`config.mk`:
```
export PLATFORM = sky130hd
export DESIGN_NAME = chan_blk_gen
export DESIGN_NICKNAME = d
export VERILOG_FILES = /design/src/rtl/chblk_pkg.sv /design/src/rtl/chblk_regs.sv /design/src/rtl/chblk_slot_cnt.sv /design/src/rtl/chblk_gate_out.sv /design/src/rtl/chan_blk_gen.sv
export SDC_FILE = /design/constraint.sdc
export NUM_CORES = 1
export LEC_CHECK = 0
export CAP_MARGIN = 20
export CORE_MARGIN = 3
export CORE_UTILIZATION = 60
export CTS_BUF_LIST = sky130_fd_sc_hd__clkbuf_4
export DETAILED_ROUTE_END_ITERATION = 8
export DONT_BUFFER_PORTS = 1
export MAX_ROUTING_LAYER = met4
export PLACE_DENSITY = 0.85
export REMOVE_ABC_BUFFERS = 1
export SYNTH_ARGS = -nofsm -noshare
export SYNTH_HDL_FRONTEND = slang
export SYNTH_SLANG_ARGS = --single-unit
```
`constraint.sdc`:
```
create_clock -name clk -period 3 [get_ports clk]
set_clock_uncertainty 0.1 [all_clocks]
set_input_delay 0.15 -clock clk [delete_from_list [all_inputs] [get_ports clk]]
set_output_delay 0.15 -clock clk [all_outputs]
set_load 0.05 [all_outputs]
```
`src/rtl/chblk_pkg.sv`:
```
`timescale 1ns/1ps
package chblk_pkg;

  localparam int DEF_NUM_CH = 32;
  localparam int DEF_BIT_PER_CH = 8;
  localparam int DEF_AW = 8;
  localparam int DEF_DW = 8;

  typedef enum logic [1:0] {
    RG_NONE = 2'd0,
    RG_RX   = 2'd1,
    RG_TX   = 2'd2,
    RG_CTRL = 2'd3
  } reg_region_e;

endpackage

```
`src/rtl/chblk_regs.sv`:
```
`timescale 1ns/1ps
module chblk_regs
  import chblk_pkg::*;
#(
  parameter int NUM_CH = DEF_NUM_CH,
  parameter int AW = DEF_AW,
  parameter int DW = DEF_DW,
  parameter int unsigned RX_BASE = 'h2B,
  parameter int unsigned TX_BASE = 'h22,
  parameter int unsigned CTRL_ADDR = 'h30,
  parameter int MODE_BIT = 6
) (
  input  logic              clk,
  input  logic              rst,
  input  logic              wr,
  input  logic              rd,
  input  logic [AW-1:0]     addr,
  input  logic [DW-1:0]     wdata,
  output logic [DW-1:0]     rdata,
  output logic [NUM_CH-1:0] rx_mask,
  output logic [NUM_CH-1:0] tx_mask,
  output logic              mode
);

  localparam int NUM_REGS = NUM_CH / DW;
  localparam int SLOT_W = $clog2(2 * NUM_REGS);
  localparam logic [AW-1:0] RX_LO = AW'(RX_BASE);
  localparam logic [AW-1:0] RX_HI = AW'(RX_BASE + NUM_REGS - 1);
  localparam logic [AW-1:0] TX_LO = AW'(TX_BASE);
  localparam logic [AW-1:0] TX_HI = AW'(TX_BASE + NUM_REGS - 1);
  localparam logic [AW-1:0] CT_AD = AW'(CTRL_ADDR);

  logic [DW-1:0] mem_q [2*NUM_REGS];
  logic          mode_q;
  reg_region_e   region;
  logic [SLOT_W-1:0] slot;
  logic [DW-1:0] ctrl_val;

  // address decode: which bank and which byte within it
  always_comb begin
    region = RG_NONE;
    slot = '0;
    if (addr >= RX_LO && addr <= RX_HI) begin
      region = RG_RX;
      slot = SLOT_W'(addr - RX_LO);
    end else if (addr >= TX_LO && addr <= TX_HI) begin
      region = RG_TX;
      slot = SLOT_W'(NUM_REGS) + SLOT_W'(addr - TX_LO);
    end else if (addr == CT_AD) begin
      region = RG_CTRL;
    end
  end

  always_comb begin
    ctrl_val = '0;
    ctrl_val[MODE_BIT] = mode_q;
  end

  always_ff @(posedge clk) begin
    if (rst) begin
      for (int i = 0; i < 2*NUM_REGS; i++) mem_q[i] <= '0;
      mode_q <= 1'b0;
    end else if (wr) begin
      case (region)
        RG_RX, RG_TX: mem_q[slot] <= wdata;
        RG_CTRL:      mode_q <= wdata[MODE_BIT];
        default:      ;
      endcase
    end
  end

  always_ff @(posedge clk) begin
    if (rst) begin
      rdata <= '0;
    end else if (rd) begin
      case (region)
        RG_RX, RG_TX: rdata <= mem_q[slot];
        RG_CTRL:      rdata <= ctrl_val;
        default:      rdata <= '0;
      endcase
    end
  end

  for (genvar g = 0; g < NUM_REGS; g++) begin : g_map
    assign rx_mask[g*DW +: DW] = mem_q[g];
    assign tx_mask[g*DW +: DW] = mem_q[NUM_REGS + g];
  end

  assign mode = mode_q;

endmodule

```
`src/rtl/chblk_slot_cnt.sv`:
```
`timescale 1ns/1ps
module chblk_slot_cnt
  import chblk_pkg::*;
#(
  parameter int NUM_CH = DEF_NUM_CH,
  parameter int BIT_PER_CH = DEF_BIT_PER_CH,
  localparam int CH_W = $clog2(NUM_CH),
  localparam int BIT_W = $clog2(BIT_PER_CH)
) (
  input  logic            clk,
  input  logic            rst,
  input  logic            bit_en,
  input  logic            fsync,
  output logic            start,
  output logic [CH_W-1:0] next_ch
);

  localparam logic [BIT_W-1:0] BIT_LAST = BIT_W'(BIT_PER_CH - 1);
  localparam logic [CH_W-1:0]  CH_LAST  = CH_W'(NUM_CH - 1);

  logic [BIT_W-1:0] bit_q, bit_d;
  logic [CH_W-1:0]  ch_q, ch_d;

  always_comb begin
    if (fsync) begin
      bit_d = '0;
      ch_d  = '0;
    end else if (bit_q == BIT_LAST) begin
      bit_d = '0;
      ch_d  = (ch_q == CH_LAST) ? '0 : ch_q + CH_W'(1);
    end else begin
      bit_d = bit_q + BIT_W'(1);
      ch_d  = ch_q;
    end
  end

  // reset parks on the last bit of the last channel so the first strobe opens channel 1
  always_ff @(posedge clk) begin
    if (rst) begin
      bit_q <= BIT_LAST;
      ch_q  <= CH_LAST;
    end else if (bit_en) begin
      bit_q <= bit_d;
      ch_q  <= ch_d;
    end
  end

  assign start   = bit_en && (bit_d == '0);
  assign next_ch = ch_d;

endmodule

```
`src/rtl/chblk_gate_out.sv`:
```
`timescale 1ns/1ps
module chblk_gate_out
  import chblk_pkg::*;
#(
  parameter int NUM_CH = DEF_NUM_CH,
  localparam int CH_W = $clog2(NUM_CH)
) (
  input  logic                   clk,
  input  logic                   rst,
  input  logic [1:0]             start,
  input  logic [1:0][CH_W-1:0]   next_ch,
  input  logic [1:0][NUM_CH-1:0] mask,
  input  logic                   mode,
  output logic [1:0]             gate,
  output logic                   sig_sel
);

  // lane 0 = receive, lane 1 = transmit
  always_ff @(posedge clk) begin
    if (rst) begin
      gate <= '0;
    end else begin
      for (int g = 0; g < 2; g++) begin
        if (start[g]) gate[g] <= mask[g][next_ch[g]];
      end
    end
  end

  always_ff @(posedge clk) begin
    if (rst) begin
      sig_sel <= 1'b0;
    end else if (start[1]) begin
      sig_sel <= mode & mask[1][next_ch[1]];
    end
  end

endmodule

```
`src/rtl/chan_blk_gen.sv`:
```
`timescale 1ns/1ps
module chan_blk_gen
  import chblk_pkg::*;
#(
  parameter int NUM_CH = DEF_NUM_CH,
  parameter int BIT_PER_CH = DEF_BIT_PER_CH,
  parameter int AW = DEF_AW,
  parameter int DW = DEF_DW,
  parameter int unsigned RX_BASE = 'h2B,
  parameter int unsigned TX_BASE = 'h22,
  parameter int unsigned CTRL_ADDR = 'h30,
  parameter int MODE_BIT = 6
) (
  input  logic          clk,
  input  logic          rst,
  input  logic          bus_wr,
  input  logic          bus_rd,
  input  logic [AW-1:0] bus_addr,
  input  logic [DW-1:0] bus_wdata,
  output logic [DW-1:0] bus_rdata,
  input  logic          rx_bit_en,
  input  logic          rx_fsync,
  input  logic          tx_bit_en,
  input  logic          tx_fsync,
  output logic          rx_gate,
  output logic          tx_gate,
  output logic          tx_sig_from_reg
);

  localparam int CH_W = $clog2(NUM_CH);

  logic [NUM_CH-1:0]       rx_mask, tx_mask;
  logic                    mode;
  logic [1:0]              bit_en_v, fsync_v, start_v, gate_v;
  logic [1:0][CH_W-1:0]    next_ch_v;
  logic [1:0][NUM_CH-1:0]  mask_v;

  assign bit_en_v = {tx_bit_en, rx_bit_en};
  assign fsync_v  = {tx_fsync, rx_fsync};
  assign mask_v   = {tx_mask, rx_mask};

  chblk_regs #(
    .NUM_CH(NUM_CH), .AW(AW), .DW(DW),
    .RX_BASE(RX_BASE), .TX_BASE(TX_BASE),
    .CTRL_ADDR(CTRL_ADDR), .MODE_BIT(MODE_BIT)
  ) u_regs (
    .clk(clk), .rst(rst), .wr(bus_wr), .rd(bus_rd),
    .addr(bus_addr), .wdata(bus_wdata), .rdata(bus_rdata),
    .rx_mask(rx_mask), .tx_mask(tx_mask), .mode(mode)
  );

  for (genvar g = 0; g < 2; g++) begin : g_lane
    chblk_slot_cnt #(.NUM_CH(NUM_CH), .BIT_PER_CH(BIT_PER_CH)) u_cnt (
      .clk(clk), .rst(rst),
      .bit_en(bit_en_v[g]), .fsync(fsync_v[g]),
      .start(start_v[g]), .next_ch(next_ch_v[g])
    );
  end

  chblk_gate_out #(.NUM_CH(NUM_CH)) u_out (
    .clk(clk), .rst(rst),
    .start(start_v), .next_ch(next_ch_v), .mask(mask_v), .mode(mode),
    .gate(gate_v), .sig_sel(tx_sig_from_reg)
  );

  assign rx_gate = gate_v[0];
  assign tx_gate = gate_v[1];

endmodule

```
==> key figures <==
Pwr
  – Sequential power share: 54.9%
  – Sw Ratio: 31.3%
  – Leakage: 0.00224 uW
  – Cell Pwr Density: 457 nW/um2
  – Worst vdd ir: 0.214 mV
  – Internal: 1880 uW
  – Psw: 856 uW
  – Logic pwr share: 20.9%
  – Clk pwr share: 24.2%

Yosys
  – Yosys top cell area share: 36.0%
  – Yosys top cell by area: edfxtp_1
  – Synth warnings: 0
  – Ranking of synthesized cells by area: edfxtp_1, dfxtp_1, and2_1
  – Mapped Area: 5340 um2
  – Syn Inst Count: 498
  – Top_reg_cell synth: edfxtp_1
  – Post-synth EDFFs: 64
  – #FFs+latches synth: 92
  – Sequential-to-total area share from yosys stat: 46.5%
  – Mean Syn Cell Area: 10.7 um2
  – Synth unique cells: 69
  – Asr flop ratio synth: 0%

Die
  – Die area: 10100 um2
  – Die W: 100 um
  – I/O Pins: 35
  – FP Rows: 33
  – Initial Util: 63.4%
  – Core footprint: 8420 um2
  – Chip height: 100 um

Cells and area
  – Layout cell share with drive strength beyond 1: 14.8%
  – Fin area: 5980 um2
  – P&R area growth vs syn: 11.8%
  – Final non-filler cell total: 642
  – Commonest cells after routing, fill and taps aside: and2_1, edfxtp_1, nor2_1
  – Nets: 568

Worst setup path
  – Crit path largest cell delay: 500 ps
  – Critical path capture point type: flop
  – Critical path class: reg -> reg
  – Reg2reg start: g_lane[1].u_cnt.ch_q[1]
  – R2R cell count: 11
  – CP startpoint: g_lane[1].u_cnt.ch_q[1]
  – Critical Path Start Type: flop
  – FF-to-FF End: u_out.sig_sel
  – CP max FO: 5
  – CP Data Arrival Time: 3190 ps
  – R2r setup slk: 110 ps
  – Worst-path cell chain: ha_1, and3_1, ha_4, and4bb_1, a22o_4, mux4_2, mux2i_1, nor2_1, a311oi_1, or4_1, o21ai_1
  – Slowest cell on the critical path: or4_1
  – Worst path required time: 3300 ps

Clock network
  – Clock buffer depth: 2
  – Worst-Skew Late Latency: 480 ps
  – CTS Buf Count: 9
  – CTS Sinks: 92
  – CTS tree: built
  – Root buffer cell: clkbuf_4
  – H-tree Lvls: 3
  – Clock transition at the registers of the reported paths: 180 ps

Place
  – Placed Area: 5520 um2
  – # port buffers: 0
  – HPWL after DPL: 9470 um
  – Place WS: 7.75 ps
  – Placed Cells: 600
  – RD Place Congestion: 0.919

Job
  – Max Cap Viol: 0

Route
  – DR WL/cell: 21.2 um
  – Vias: 4303
  – Via density per instance: 6.70
  – Post-DRT Antenna Nets: 0
  – Number of remaining DRC errors: 0
  – DR iter-0 viols: 379
  – Routed WL: 13600 um
  – Pre-Repair DR Iteration Count: 5

GRT
  – Total Routing Usage GR: 28.6%
  – Largest net degree at the start of global routing: 33
  – Initial antenna violation count: 1
  – Remaining Overflow, GRT: 0
  – Number of global-route vias before repair: 4238
  – First-pass GRT wire length: 21700 um

STA
  – Worst Slack Setup Final: 112 ps
  – Final min period: 2890 ps
  – Worst-case headroom to the max-slew limit: 44.1%
  – Final-report setup violation count: 0
  – Final Hold Vio Count: 0
  – Unrepaired setup endpoints after global routing: false
  – Max-slew violations: 0
  – Peak Freq: 0.346 GHz
  – Tightest Pin Transition: 832 ps
  – Period utilization: 96.3%

Hold path
  – Hold Path Origin: rst
  – Worst Hold Depth: 2
  – Worst hold endpoint: u_regs.rdata[7]
  – Hold crit path type: in -> reg

Status
  – Status: finished clean
## sequential cells by signal (all words and copies together), names as in the netlist
name,count
u_regs.mem_q,64
g_lane.u_cnt.bit_q,6
g_lane.u_cnt.ch_q,10
u_out.sig_sel,1
u_out.gate,2
u_regs.mode,1
u_regs.rdata,8
## area by class of cell
class,count,area [um2]
well taps,105,131
flip-flops and latches,92,2480
fillers,618,2450
clock inverters,7,61.3
repair buffers,42,395
diodes,2,5.00
clock buffers,9,67.6
inverters,12,45.0
multi-input cells,373,2790
## layer usage
metal / up-vias / part of all wire (%) / global-route usage, %
met3: 47 / 10 / 7.02
li1: 1973 / - / -
met4: 0 / 3.5 / 12.4
met5: - / 0 / -
met1: 2011 / 40 / 36.0
met2: 272 / 46 / 44.2
## per-stage QoR
step | power [uW] | setup TNS [ps] | hold slack [ps] | utilization (%)
3_5_place_dp | 2000 | 0 | 129 | 65.5
5_1_grt | 2850 | 0 | 3.19 | 70.9
4_1_cts | 2680 | 0 | 0.540 | 69.9
6_report | 2730 | 0 | 13.4 | 70.9
3_3_place_gp | 1980 | 0 | 129 | 65.5
2_1_floorplan | 1870 | -41.3 | 119 | -
## power by group through the flow
stage / clock network, uW / logic (uW) / registers, uW
final: 662 / 571 / 1500
after floorplan: 0 / 366 / 1500
after CTS: 657 / 530 / 1490
after detailed placement: 0 / 482 / 1520
after global placement: 0 / 461 / 1520
after global routing: 723 / 621 / 1510
## critical path, delay by kind of cell, from the launching register on
family,cells,cell delay (ps)
AND/OR/NAND/NOR,4,1040
adder cells (fa/ha/maj),2,390
multiplexers,2,420
AO/OA/AOI/OAI,3,480
flip-flops,1,390
## cell usage after synthesis (all sizes together), types with 3 or more instances
| library cell | count |
|---|---|
| o221ai | 11 |
| nor3 | 21 |
| o21ai | 12 |
| nor3b | 3 |
| ha | 14 |
| or2 | 10 |
| a2bb2oi | 4 |
| nand2b | 4 |
| nand4b | 3 |
| and3 | 4 |
| and2 | 64 |
| nand2 | 19 |
| a31oi | 3 |
| o2111ai | 3 |
| a211o | 13 |
| a21oi | 14 |
| buf | 9 |
| edfxtp | 64 |
| mux2 | 6 |
| nor2b | 14 |
| o22a | 6 |
| mux4 | 4 |
| dfxtp | 28 |
| inv | 11 |
| mux2i | 34 |
| nand3 | 4 |
| o22ai | 29 |
| o31ai | 5 |
| a22oi | 3 |
| o2bb2a | 3 |
| clkbuf | 12 |
| nor2 | 32 |
## worst max-delay path by stage
stage | slack, ps | to | depth (start not counted)
final | 110 | u_out.sig_sel | 11
after global routing | 10 | u_out.sig_sel | 11
after CTS | 10 | u_out.sig_sel | 11
after detailed placement | 8 | u_out.sig_sel | 11
after global placement | 130 | u_out.sig_sel | 11
after floorplan | -40 | u_out.gate[0] | 11
## logic make-up after synthesis
kind of cell    synth area share [%]
compound gates                  17.8
xor+xnor                       0.492
fa+ha+maj                       3.28
buf+inv                         2.60
flops                           46.5
mux                             9.62
simple gates                    19.8
## what timing repair did
item                       CTS  global route
cloned                       0             0
setup buffers                0             1
setup endpoints to repair    2             3
pin swaps                    0             2
hold buffers                23             0
gates resized for setup      1            15
hold endpoints to repair   146             0
Note: power is estimated with default switching activity, not from simulation.
